`config.mk`:
```
export PLATFORM = sky130hd
export DESIGN_NAME = tws_port
export DESIGN_NICKNAME = d
export VERILOG_FILES = /design/src/rtl/tws_pkg.sv /design/src/rtl/tws_sync.sv /design/src/rtl/tws_ctrl.sv /design/src/rtl/tws_shift.sv /design/src/rtl/tws_port.sv
export SDC_FILE = /design/constraint.sdc
export NUM_CORES = 1
export LEC_CHECK = 0
export ABC_AREA = 1
export BUFFER_PORTS_ARGS = -buffer_cell sky130_fd_sc_hd__buf_4
export CAP_MARGIN = 10
export CORE_UTILIZATION = 50
export DETAILED_ROUTE_END_ITERATION = 10
export PLACE_DENSITY = 0.72
export SLEW_MARGIN = 20
export SYNTH_ARGS = -nofsm -noshare
export SYNTH_HDL_FRONTEND = slang
export SYNTH_HIERARCHICAL = 1
export SYNTH_SLANG_ARGS = --single-unit
```
`constraint.sdc`:
```
create_clock -name clk -period 2.1 [get_ports clk]
set_input_delay 0.63 -clock clk [delete_from_list [all_inputs] [get_ports clk]]
set_output_delay 0.63 -clock clk [all_outputs]
set_load 0.02 [all_outputs]
```
`src/rtl/tws_pkg.sv`:
```
package tws_pkg;

    typedef enum logic [1:0] {
        ST_IDLE = 2'd0,
        ST_PEND = 2'd1,
        ST_RUN  = 2'd2
    } xfer_state_e;

    typedef struct packed {
        logic duplex;
        logic sel_en;
    } mode_t;

    localparam mode_t MODE_RESET = '{duplex: 1'b1, sel_en: 1'b0};

    function automatic logic rise_of(input logic now, input logic prev);
        return now & ~prev;
    endfunction

    function automatic logic fall_of(input logic now, input logic prev);
        return ~now & prev;
    endfunction

endpackage

```
`src/rtl/tws_sync.sv`:
```
module tws_sync #(
    parameter int unsigned     W       = 2,
    parameter int unsigned     STAGES  = 2,
    parameter logic [W-1:0]    RST_VAL = '1
) (
    input  logic         clk,
    input  logic         rst,
    input  logic [W-1:0] d,
    output logic [W-1:0] q
);
    logic [W-1:0] stg [STAGES];

    for (genvar k = 0; k < STAGES; k++) begin : g_stage
        if (k == 0) begin : g_first
            always_ff @(posedge clk) begin
                if (rst) stg[k] <= RST_VAL;
                else     stg[k] <= d;
            end
        end else begin : g_next
            always_ff @(posedge clk) begin
                if (rst) stg[k] <= RST_VAL;
                else     stg[k] <= stg[k-1];
            end
        end
    end

    assign q = stg[STAGES-1];
endmodule

```
`src/rtl/tws_ctrl.sv`:
```
module tws_ctrl
    import tws_pkg::*;
#(
    parameter int unsigned DATA_W = 8
) (
    input  logic              clk,
    input  logic              rst,
    input  logic              tx_wr,
    input  logic [DATA_W-1:0] tx_data,
    input  logic              rx_rd,
    input  logic              mode_wr,
    input  mode_t             mode_in,
    input  logic              irq_clr,
    input  logic              ss_active,
    input  logic              done,
    output logic              busy,
    output logic              irq,
    output logic              gate,
    output logic              load,
    output logic [DATA_W-1:0] load_data,
    output logic              run_duplex
);
    xfer_state_e       state_q, state_d;
    mode_t             mode_q;
    logic [DATA_W-1:0] tx_buf_q, tx_next;
    logic              req, accept, open_q;

    assign open_q     = (state_q != ST_RUN);
    assign req        = mode_q.duplex ? tx_wr : rx_rd;
    assign accept     = req && open_q;
    assign gate       = !mode_q.sel_en || ss_active;
    assign tx_next    = (tx_wr && open_q) ? tx_data : tx_buf_q;
    assign busy       = (state_q == ST_RUN);
    assign run_duplex = mode_q.duplex;

    always_comb begin
        state_d = state_q;
        unique case (state_q)
            ST_IDLE: if (accept) state_d = gate ? ST_RUN : ST_PEND;
            ST_PEND: if (gate)   state_d = ST_RUN;
            ST_RUN:  if (done)   state_d = ST_IDLE;
            default:             state_d = ST_IDLE;
        endcase
    end

    assign load      = (state_d == ST_RUN) && (state_q != ST_RUN);
    assign load_data = mode_q.duplex ? tx_next : '1;

    always_ff @(posedge clk) begin
        if (rst) begin
            state_q  <= ST_IDLE;
            mode_q   <= MODE_RESET;
            tx_buf_q <= '0;
            irq      <= 1'b0;
        end else begin
            state_q <= state_d;
            if (mode_wr && open_q) mode_q   <= mode_in;
            if (tx_wr && open_q)   tx_buf_q <= tx_data;
            if (done)                     irq <= 1'b1;
            else if (accept || irq_clr)   irq <= 1'b0;
        end
    end

    // register contents frozen while a transfer runs
    p_frozen_r8: assert property (@(posedge clk) disable iff (rst)
        busy |=> ($stable(mode_q) && $stable(tx_buf_q)));

    // flag holds without a clear or an accepted start
    p_irq_hold_r9: assert property (@(posedge clk) disable iff (rst)
        (irq && !irq_clr && !accept) |=> irq);

    // pending request does not raise busy while deselected
    p_pend_wait_r5: assert property (@(posedge clk) disable iff (rst)
        (state_q == ST_PEND && !gate) |=> !busy);
endmodule

```
`src/rtl/tws_shift.sv`:
```
module tws_shift
    import tws_pkg::*;
#(
    parameter int unsigned DATA_W = 8
) (
    input  logic              clk,
    input  logic              rst,
    input  logic              load,
    input  logic [DATA_W-1:0] load_data,
    input  logic              gate,
    input  logic              sck_s,
    input  logic              sdi,
    output logic              sdo,
    output logic [DATA_W-1:0] rx_word,
    output logic              done
);
    localparam int unsigned CW = $clog2(DATA_W + 1);
    localparam logic [CW-1:0] LAST = CW'(DATA_W - 1);

    logic [DATA_W-1:0] tx_sh;
    logic [CW-1:0]     cnt;
    logic              active, sck_prev, rise, fall, step;

    assign rise = rise_of(sck_s, sck_prev);
    assign fall = fall_of(sck_s, sck_prev);
    assign step = active && gate;
    assign done = step && rise && (cnt == LAST);

    always_ff @(posedge clk) begin
        if (rst) begin
            sck_prev <= 1'b1;
            tx_sh    <= '0;
            rx_word  <= '0;
            cnt      <= '0;
            active   <= 1'b0;
            sdo      <= 1'b1;
        end else begin
            sck_prev <= sck_s;
            if (load) begin
                tx_sh  <= load_data;
                cnt    <= '0;
                active <= 1'b1;
            end else if (step) begin
                if (fall) begin
                    sdo   <= tx_sh[DATA_W-1];
                    tx_sh <= tx_sh << 1;
                end
                if (rise) begin
                    rx_word <= {rx_word[DATA_W-2:0], sdi};
                    cnt     <= cnt + 1'b1;
                    if (cnt == LAST) begin
                        active <= 1'b0;
                        sdo    <= 1'b1;
                    end
                end
            end
        end
    end

    // no progress while the select gate is closed
    p_pause_r6: assert property (@(posedge clk) disable iff (rst)
        (active && !gate && !load) |=> ($stable(cnt) && $stable(rx_word) && $stable(sdo)));
endmodule

```
`src/rtl/tws_port.sv`:
```
module tws_port
    import tws_pkg::*;
#(
    parameter int unsigned DATA_W = 8
) (
    input  logic              clk,
    input  logic              rst,
    input  logic              tx_wr,
    input  logic [DATA_W-1:0] tx_data,
    input  logic              rx_rd,
    output logic [DATA_W-1:0] rx_data,
    input  logic              mode_wr,
    input  logic              mode_duplex,
    input  logic              mode_sel_en,
    input  logic              irq_clr,
    output logic              busy,
    output logic              irq,
    input  logic              sck,
    input  logic              sdi,
    output logic              sdo,
    input  logic              ss_n
);
    logic [1:0]        pins_s;
    logic              gate, load, done, run_duplex;
    logic [DATA_W-1:0] load_data;
    mode_t             mode_in;

    assign mode_in = '{duplex: mode_duplex, sel_en: mode_sel_en};

    tws_sync #(.W(2), .STAGES(2), .RST_VAL(2'b11)) u_sync (
        .clk (clk),
        .rst (rst),
        .d   ({sck, ss_n}),
        .q   (pins_s)
    );

    tws_ctrl #(.DATA_W(DATA_W)) u_ctrl (
        .clk        (clk),
        .rst        (rst),
        .tx_wr      (tx_wr),
        .tx_data    (tx_data),
        .rx_rd      (rx_rd),
        .mode_wr    (mode_wr),
        .mode_in    (mode_in),
        .irq_clr    (irq_clr),
        .ss_active  (~pins_s[0]),
        .done       (done),
        .busy       (busy),
        .irq        (irq),
        .gate       (gate),
        .load       (load),
        .load_data  (load_data),
        .run_duplex (run_duplex)
    );

    tws_shift #(.DATA_W(DATA_W)) u_shift (
        .clk       (clk),
        .rst       (rst),
        .load      (load),
        .load_data (load_data),
        .gate      (gate),
        .sck_s     (pins_s[1]),
        .sdi       (sdi),
        .sdo       (sdo),
        .rx_word   (rx_data),
        .done      (done)
    );

    // completion raises the flag as busy drops
    p_done_flag_r7: assert property (@(posedge clk) disable iff (rst)
        $fell(busy) |-> irq);

    // receive-only transfers keep the output high
    p_rxonly_sdo_r3: assert property (@(posedge clk) disable iff (rst)
        (busy && !run_duplex) |-> sdo);
endmodule

```
==> results of run 1 <==
layout by cell type, fill, tap and decap left out:
master	instances
nand2_1	81
nor2_1	47
dfxtp_1	40
inv_1	33
buf_4	31
nand3_1	15
a21oi_1	12
nand3b_1	9
o21ai_2	8
clkbuf_8	5
nand2_2	5
inv_2	3
nand2_4	3
o21ai_0	2
clkbuf_1	1
clkinv_2	1
nor2_4	1
clkinv_1	1
xor2_1	1
nand4_1	1
nor2_2	1
o22ai_1	1
ha_1	1
how the worst min path moves through the flow:
stage	from	to	depth (start not counted)
6_report	u_sync/stg[0][0]	u_sync/stg[1][0]	2
3_3_place_gp	u_sync/stg[0][0]	u_sync/stg[1][0]	2
2_1_floorplan	u_sync/stg[0][0]	u_sync/stg[1][0]	2
3_5_place_dp	u_sync/stg[0][1]	u_sync/stg[1][1]	2
5_1_grt	u_sync/stg[0][0]	u_sync/stg[1][0]	2
4_1_cts	u_sync/stg[0][0]	u_sync/stg[1][0]	2
registers in the layout, indices dropped and copies added, names as in the netlist:
signal and count:
u_ctrl/mode_q 1, u_ctrl/state_q 2, u_shift/sdo 1, u_ctrl/irq 1
u_shift/tx_sh 8, u_shift/cnt 4, u_ctrl/run_duplex 1, u_shift/sck_prev 1
u_shift/active 1, u_shift/rx_word 8, u_ctrl/tx_buf_q 8, u_sync/stg 4
power groups by stage:
stage / combinational, uW / clock (uW) / sequential [uW]
2_1_floorplan: 286 / 0 / 848
5_1_grt: 418 / 511 / 840
6_report: 361 / 469 / 835
4_1_cts: 363 / 487 / 834
3_5_place_dp: 361 / 0 / 852
3_3_place_gp: 357 / 0 / 850
per-layer routing:
layer | GRT usage (%) | up-vias
met5 | 0 | -
li1 | - | 888
met3 | 4.53 | 8
met1 | 21.9 | 721
met2 | 33.6 | 36
met4 | 8.81 | 0
cell families after synthesis:
logic type | after synthesis | share of synthesized area, %
buf+inv | 45 | 10.5
fa+ha+maj | 1 | 0.666
compound gates | 23 | 7.80
xor+xnor | 1 | 0.466
flops | 40 | 42.6
simple gates | 163 | 37.9
final cells by class:
type,instances,area (sq um)
Inverter,37,139
Timing Repair Buffer,31,233
Sequential cell,40,801
Multi-Input combinational cell,188,880
Clock buffer,6,72.6
Clock inverter,1,5.00
Tap cell,46,57.6
Fill cell,348,1280
synth_stat cells:
cell / instances / area (sq um)
o22ai_1: 1 / 6.26
dfxtp_1: 40 / 801
nand2_2: 5 / 31.3
nand2_4: 3 / 33.8
nand4_1: 1 / 6.26
clkbuf_1: 2 / 7.51
nor2_1: 47 / 176
nand3b_1: 9 / 67.6
a21oi_1: 12 / 60.1
buf_2: 4 / 20.0
nor2_4: 1 / 11.3
nor2_2: 1 / 6.26
ha_1: 1 / 12.5
o21ai_2: 8 / 70.1
inv_2: 3 / 11.3
buf_12: 1 / 20.0
xor2_1: 1 / 8.76
nand2_1: 81 / 304
buf_6: 1 / 11.3
inv_1: 33 / 124
o21ai_0: 2 / 10.0
nand3_1: 15 / 75.1
clkinv_1: 1 / 3.75
stage by stage:
stage	power, uW	hold WS, ns	cell area [sq um]	cells
2_1_floorplan	1130	0.386	1880	273
5_1_grt	1770	0.425	2190	349
4_1_cts	1680	0.414	2190	349
3_3_place_gp	1210	0.386	2110	342
3_5_place_dp	1210	0.400	2110	342
6_report	1660	0.410	2190	349
critical path, cell delays in order (launching register included):
cell     delay, ns
dfxtp_1       0.42
inv_1         0.08
nor2_1        0.15
buf_4         0.17
==> results.ini, run 1 <==
[floorplanning]
start_util_pct = 54.1
die_x_microns = 63.3
die_h_microns = 63.3
num_rows = 21
ios = 30
dieArea_sq_um = 4000
core-area_sq_um = 3470

[cts]
cts_hold_buf = 0
cts_root_buffer = clkbuf_8
clk_path_buf_depth = 2
clock_sinks = 40
postCtsSetupBuffers = 0
cts_tree = yes
numCtsBuffers = 5
insertion_delay_ns = 0.29
htree_levels = 2
cts_resized = 0
cts.clk_slew.worst_paths_ns = 0.07

[power_and_ir_drop]
power_density_nw_per_um2 = 761
pwr-share-seq_pct = 50.2
clkPwrFrac_pct = 28.2
ir_drop_v = 0.000457
switchingPower_uw = 494
p_comb_share_pct = 21.7
p_int_uw = 1170
p_leak_uw = 0.00108
p_sw_share_pct = 29.7

[placed_design]
numPortBuffers = 29
dpl.hpwl_microns = 2390
pre_cts_ws_ns = 0.152
place_congestion = 0.857

[cells_and_area]
final_net_count = 323
utilization_pct = 63.1
antenna_cells = 0
drive_gt1_share_pct = 19.1
area_delta_synth_final_pct = 16.5

[route]
highest_layer = met4
wl_microns = 3360
wl_met2_microns = 1550
drtPass1Iterations = 4
routedWlPerCell_microns = 9.62
route.vias.total = 1653
vias_per_cell = 4.74
wl_met3_microns = 147
drc = 0
final_antenna_net_count = 0
m1WireLength_microns = 1610
drt_iter0_drc = 88

[timing]
worstMarginPinSlew_ns = 0.388
finalSetupViolations = 0
maxSlewHeadroom_pct = 74.1
finalCritPeriodShare_pct = 82.5
finalClockSkew_ns = 0.00428
worst_slack_ns = 0.367
period_needed_ns = 1.73
max_freq_mhz = 577
hold_viol = 0
rsz0062_at_grt = false
finalSetupTns_ns = 0
finalMaxSlewViolations = 0

[synth]
synth_cells = 273
synth_seq_cells = 40
avgSynthCellArea_sq_um = 6.88
yosys_warnings = 6
synth.distinct_cells = 23
netlist_area_sq_um = 1880
seq_area_frac_synth_pct = 42.6
synth_fp_nets = 293

[worst_setup_path]
worstSetupPathType = reg2out
critPathArrivalTime_ns = 1.10
cp.required_ns = 1.47
endpoint_kind = output port
crit_start = u_ctrl/state_q[1]
worstReg2RegStart = u_ctrl/run_duplex
worstSetupStartpointType = register
r2r-end = u_shift/tx_sh[7]
cp_max_fo = 5
crit_end = busy
r2r_slack_ns = 0.43
r2r_cells = 11

[global_routing]
grt_overflow_total = 0
grt_pass1_wl_microns = 6140
grt.total_usage_pct = 19.2
antenna_found_initial = 0
grt_pass1_vias = 1563
grt_max_degree = 26

[run_status]
status = finished clean

[job]
cap_violations = 0

[hold_path]
hold_class = reg2reg

Power figures use the tool's default switching activity.
==> run 2, diff against run 1 <==
PLACE_DENSITY = 0.75   (was 0.72)
clock period = 1.57 ns   (was 2.1 ns; I/O delays follow)
==> results.ini, run 2 (same netlist as run 1, synthesis figures left out) <==
[worst_setup_path]
crit_chain = inv_1 > nor2_1 > buf_4
crit_start = u_ctrl/state_q[1]
worstSetupPathType = reg2out
max_stage_delay_ns = 0.37  ; -0.05 ns
cp_max_fo = 5  ; unchanged
endpoint_kind = output port
worstReg2RegStart = u_sync/stg[1][0]
cp_slowest_cell = dfxtp_2
r2r_slack_ns = 0.17  ; -0.26 ns
r2r-end = u_ctrl/state_q[1]
cp.required_ns = 1.10  ; -0.37 ns
r2r_cells = 12  ; +1
worstSetupStartpointType = register
critPathArrivalTime_ns = 1.03  ; -0.07 ns

[cells_and_area]
final_net_count = 336  ; +4.0%
area_delta_synth_final_pct = 22.8
final_cell_mix = nand2_1 (81), nor2_1 (46), buf_4 (42)
utilization_pct = 66.5  ; +3.4 points
antenna_cells = 0  ; unchanged
drive_gt1_share_pct = 23.2  ; +4.1 points
final_common_cell = nand2_1
design_area_sq_um = 2310  ; +5.4%
largestRegisters = u_ctrl/tx_buf_q: 8 flops, u_shift/rx_word: 8 flops, u_shift/tx_sh: 8 flops

[timing]
worst_slack_ns = 0.0698  ; -0.297 ns
finalClockSkew_ns = 0.00602  ; +0.00174 ns
hold_viol = 0  ; unchanged
finalSetupTns_ns = 0  ; unchanged
worstMarginPinSlew_ns = 0.285  ; -0.103 ns
period_needed_ns = 1.50
maxSlewHeadroom_pct = 81.0  ; +6.9 points
finalMaxSlewViolations = 0  ; unchanged
rsz0062_at_grt = false
finalSetupViolations = 0  ; unchanged
finalCritPeriodShare_pct = 95.6
max_freq_mhz = 667

[floorplanning]
ios = 30  ; unchanged
core-area_sq_um = 3470  ; unchanged
dieArea_sq_um = 4000  ; unchanged
die_h_microns = 63.3  ; unchanged
num_rows = 21  ; unchanged
die_x_microns = 63.3  ; unchanged
start_util_pct = 54.1  ; unchanged

[route]
drc = 0  ; unchanged
final_antenna_net_count = 0  ; unchanged
routedWlPerCell_microns = 9.29  ; -3.5%
wl_microns = 3340  ; -0.42%
drt_iter0_drc = 83  ; -5.7%
vias_per_cell = 4.67  ; -1.4%
route.vias.total = 1682  ; +1.8%
drtPass1Iterations = 4  ; unchanged

[power_and_ir_drop]
p_leak_uw = 0.00115  ; +6.4%
ir_drop_v = 0.000710  ; +55%
power_density_nw_per_um2 = 984  ; +29%
finalPower_uw = 2270  ; +36%

[global_routing]
grt.total_usage_pct = 19.0  ; -0.19 points
grt_overflow_total = 0  ; unchanged
antenna_found_initial = 0  ; unchanged
grt_pass1_vias = 1502  ; -3.9%
grt_pass1_wl_microns = 6060  ; -1.4%
grt_max_degree = 26  ; unchanged

[placed_design]
dpl.hpwl_microns = 2430  ; +1.8%
place_congestion = 0.748  ; -13%
placed_area_sq_um = 2230  ; +5.8%
numPortBuffers = 29  ; unchanged
pre_cts_ws_ns = -0.0507  ; -0.203 ns

[cts]
postCtsSetupBuffers = 0  ; unchanged
htree_levels = 2  ; unchanged
numCtsBuffers = 5  ; unchanged
insertion_delay_ns = 0.28  ; about the same
clock_sinks = 40  ; unchanged
cts.clk_slew.worst_paths_ns = 0.07  ; about the same
cts_hold_buf = 0  ; unchanged
cts_resized = 1  ; +1
clk_path_buf_depth = 2  ; unchanged
cts_root_buffer = clkbuf_8
cts_tree = yes

[run_status]
status = finished clean

[job]
cap_violations = 0  ; unchanged

[hold_path]
min_delay_path_depth = 3  ; +1
hold_class = in2reg
worstHoldEndpoint = u_sync/stg[0][1]
min-delay-start = sck

==> run 2: changes by cell type in the layout (fill, tap and decap cells not counted) <==
cell	delta
nor2_1	-1
dfxtp_1	-2
buf_12	+2
buf_4	+11
clkbuf_1	-1
dfxtp_2	+2
clkinv_2	-1
nor2_2	+1
==> run 2: final cells by class <==
class | count | area (sq um)
Fill cell | 319 | 1160
Multi-Input combinational cell | 188 | 882
Sequential cell | 40 | 803
Timing Repair Buffer | 44 | 355
Inverter | 37 | 139
Clock buffer | 5 | 68.8
Tap cell | 46 | 57.6
==> run 2: per-layer routing <==
layer  share of wire [%]  track usage, %
met1                  49            23.9
met2                  47            30.4
met3                 3.1            5.43
met5                   0               0
met4                 1.1            7.67
==> run 2: worst max path at each step <==
stage	cells after the start	to	slack, ns
floorplan	11	u_shift/sdo	0.11
global placement	12	u_shift/rx_word[2]	-0.01
detailed placement	12	u_shift/sdo	-0.05
CTS	3	busy	0.05
global route	3	busy	0.002
finish	3	busy	0.07
==> run 2: where the power goes <==
part / switching, uW / leakage (uW) / internal [uW] / total, uW
combinational: 317 / 0.000787 / 243 / 560
clock: 306 / 0.0000359 / 286 / 592
sequential: 32.2 / 0.000327 / 1090 / 1120
==> run 2: worst max-delay path: cells and delay by family (launching register included) <==
| kind | cells | cell delay, ns |
|---|---|---|
| buf+inv | 2 | 0.23 |
| flops | 1 | 0.37 |
| simple gates | 1 | 0.15 |
==> run 2: per-stage QoR <==
step                      instances  hold slack, ns
final                           360           0.361
after detailed placement        355           0.396
after global placement          355           0.387
after global routing            360           0.370
after floorplan                 273           0.386
after CTS                       360           0.356
==> run 3, diff against run 2 <==
BUFFER_PORTS_ARGS = -buffer_cell sky130_fd_sc_hd__clkbuf_2   (was -buffer_cell sky130_fd_sc_hd__buf_4)
==> results.ini, run 3 (same netlist as run 1, synthesis figures left out) <==
[timing]
finalCritPeriodShare_pct = 94.4  ; -1.1 points
finalMaxSlewViolations = 0  ; unchanged
period_needed_ns = 1.48  ; -0.0179 ns
max_freq_mhz = 675  ; +1.2%
worstMarginPinSlew_ns = 0.238  ; -0.0473 ns
rsz0062_at_grt = false
maxSlewHeadroom_pct = 84.0  ; +3.1 points
hold_viol = 0  ; unchanged
finalClockSkew_ns = 0.00571  ; -0.000313 ns
finalSetupViolations = 0  ; unchanged

[worst_setup_path]
worstSetupStartpointType = register
cp_top_family = flip-flops
max_stage_delay_ns = 0.37  ; about the same
cp.required_ns = 1.10  ; about the same
cp_slowest_cell = dfxtp_2
crit_chain = inv_1 > nor2_2 > buf_4
cp_max_fo = 5  ; unchanged
critPathArrivalTime_ns = 1.01  ; -0.02 ns
worstSetupPathType = reg2out
path_buf_inv = 2  ; unchanged
endpoint_kind = output port

[cells_and_area]
antenna_cells = 0  ; unchanged
final_cell_mix = nand2_1 (81), nor2_1 (46), dfxtp_1 (38)
utilization_pct = 64.1  ; -2.3 points
area_delta_synth_final_pct = 18.5
drive_gt1_share_pct = 23.2  ; unchanged
largestRegisters = u_ctrl/tx_buf_q: 8 flops, u_shift/rx_word: 8 flops, u_shift/tx_sh: 8 flops
final_net_count = 333  ; -0.89%
final_common_cell = nand2_1
design_area_sq_um = 2220  ; -3.5%
instances_no_fill = 360  ; unchanged

[route]
wl_microns = 3410  ; +2.1%
final_antenna_net_count = 0  ; unchanged
drt_iter0_drc = 116  ; +40%
routedWlPerCell_microns = 9.48  ; +2.1%
drc = 0  ; unchanged
route.vias.total = 1674  ; -0.48%
drtPass1Iterations = 4  ; unchanged
vias_per_cell = 4.65  ; -0.48%

[power_and_ir_drop]
p_sw_share_pct = 29.7  ; +0.87 points
power_density_nw_per_um2 = 1050  ; +7.2%
p_int_uw = 1650  ; +2.1%
pwr-share-seq_pct = 47.6  ; -1.7 points
p_comb_share_pct = 22.5  ; -2.2 points
switchingPower_uw = 697  ; +6.5%
ir_drop_v = 0.000646  ; -9.0%
p_leak_uw = 0.00112  ; -2.2%
clkPwrFrac_pct = 29.8  ; +3.7 points

[global_routing]
antenna_found_initial = 0  ; unchanged
grt.total_usage_pct = 19.7  ; +0.66 points
grt_pass1_wl_microns = 6150  ; +1.5%
grt_pass1_vias = 1518  ; +1.1%
grt_max_degree = 17  ; -35%
grt_overflow_total = 0  ; unchanged

[placed_design]
place_inst = 352  ; -0.85%
place_congestion = 0.787  ; +5.2%
placed_area_sq_um = 2120  ; -4.8%
numPortBuffers = 29  ; unchanged
dpl.hpwl_microns = 2520  ; +3.7%

[job]
cap_violations = 0  ; unchanged

[floorplanning]
num_rows = 21  ; unchanged
ios = 30  ; unchanged
dieArea_sq_um = 4000  ; unchanged
die_x_microns = 63.3  ; unchanged
start_util_pct = 54.1  ; unchanged
core-area_sq_um = 3470  ; unchanged
die_h_microns = 63.3  ; unchanged

[cts]
postCtsSetupBuffers = 0  ; unchanged
htree_levels = 2  ; unchanged
clock_sinks = 40  ; unchanged
cts.clk_slew.worst_paths_ns = 0.07  ; about the same
cts_tree = yes
numCtsBuffers = 5  ; unchanged
insertion_delay_ns = 0.29  ; about the same
cts_root_buffer = clkbuf_8
clk_path_buf_depth = 2  ; unchanged
cts_hold_buf = 0  ; unchanged

[run_status]
status = finished clean

[hold_path]
hold_class = in2reg

==> run 3: changes by cell type in the layout (fill, tap and decap cells not counted), sizes merged <==
cell,delta
buf,-31
clkbuf,+29
clkinv,+2
==> run 3: final cells by class <==
type                       instances  area, sq um
sequential                        40          803
tap                               46         57.6
clock buffer                       6         82.6
fill                             348         1240
clock inverter                     2         10.0
multi-input combinational        188          882
inverter                          37          139
timing repair buffer              41          250
==> run 3: timing repair <==
action | in CTS | in global routing
cloned | 0 | 0
resized for setup | 1 | 4
setup endpoints to repair | 1 | 8
==> run 3: final timing paths <==
path                     startpoint           endpoint  slack, ns  depth (start not counted)
hold reg to reg    u_sync/stg[0][1]   u_sync/stg[1][1]       0.41                          2
hold / removal                 ss_n   u_sync/stg[0][0]       0.35                          3
setup / recovery  u_ctrl/state_q[1]               busy       0.09                          3
setup reg to reg   u_sync/stg[1][0]  u_ctrl/state_q[1]       0.17                         12
==> run 3: stage by stage <==
stage	TNS [ns]	total power (uW)	hold slack (ns)	worst slack, ns
global route	0	2500	0.358	0.00337
global placement	-0.135	1650	0.387	-0.0290
CTS	0	2370	0.334	0.00863
floorplan	0	1520	0.386	0.112
finish	0	2350	0.347	0.0877
detailed placement	-0.481	1670	0.397	-0.0756
==> run 3: tightest hold or removal path, stage by stage <==
cell and delay (ns):
clkbuf_2 0.07, inv_1 0.03, nand2_1 0.04
==> run 3: per-layer routing <==
layer  up-vias  global-route usage, %  routed length, microns
li1        911                      -                       -
met1       733                   23.5                    1700
met2        24                   31.3                    1520
met3         6                   7.07                     132
met4         0                   9.09                      57
met5         -                      0                       0
==> run 3: power by group through the flow <==
stage | registers [uW] | clock network [uW] | logic (uW)
3_3_place_gp | 1140 | 0 | 515
4_1_cts | 1120 | 728 | 529
6_report | 1120 | 700 | 529
2_1_floorplan | 1130 | 0 | 383
5_1_grt | 1120 | 775 | 605
3_5_place_dp | 1140 | 0 | 526
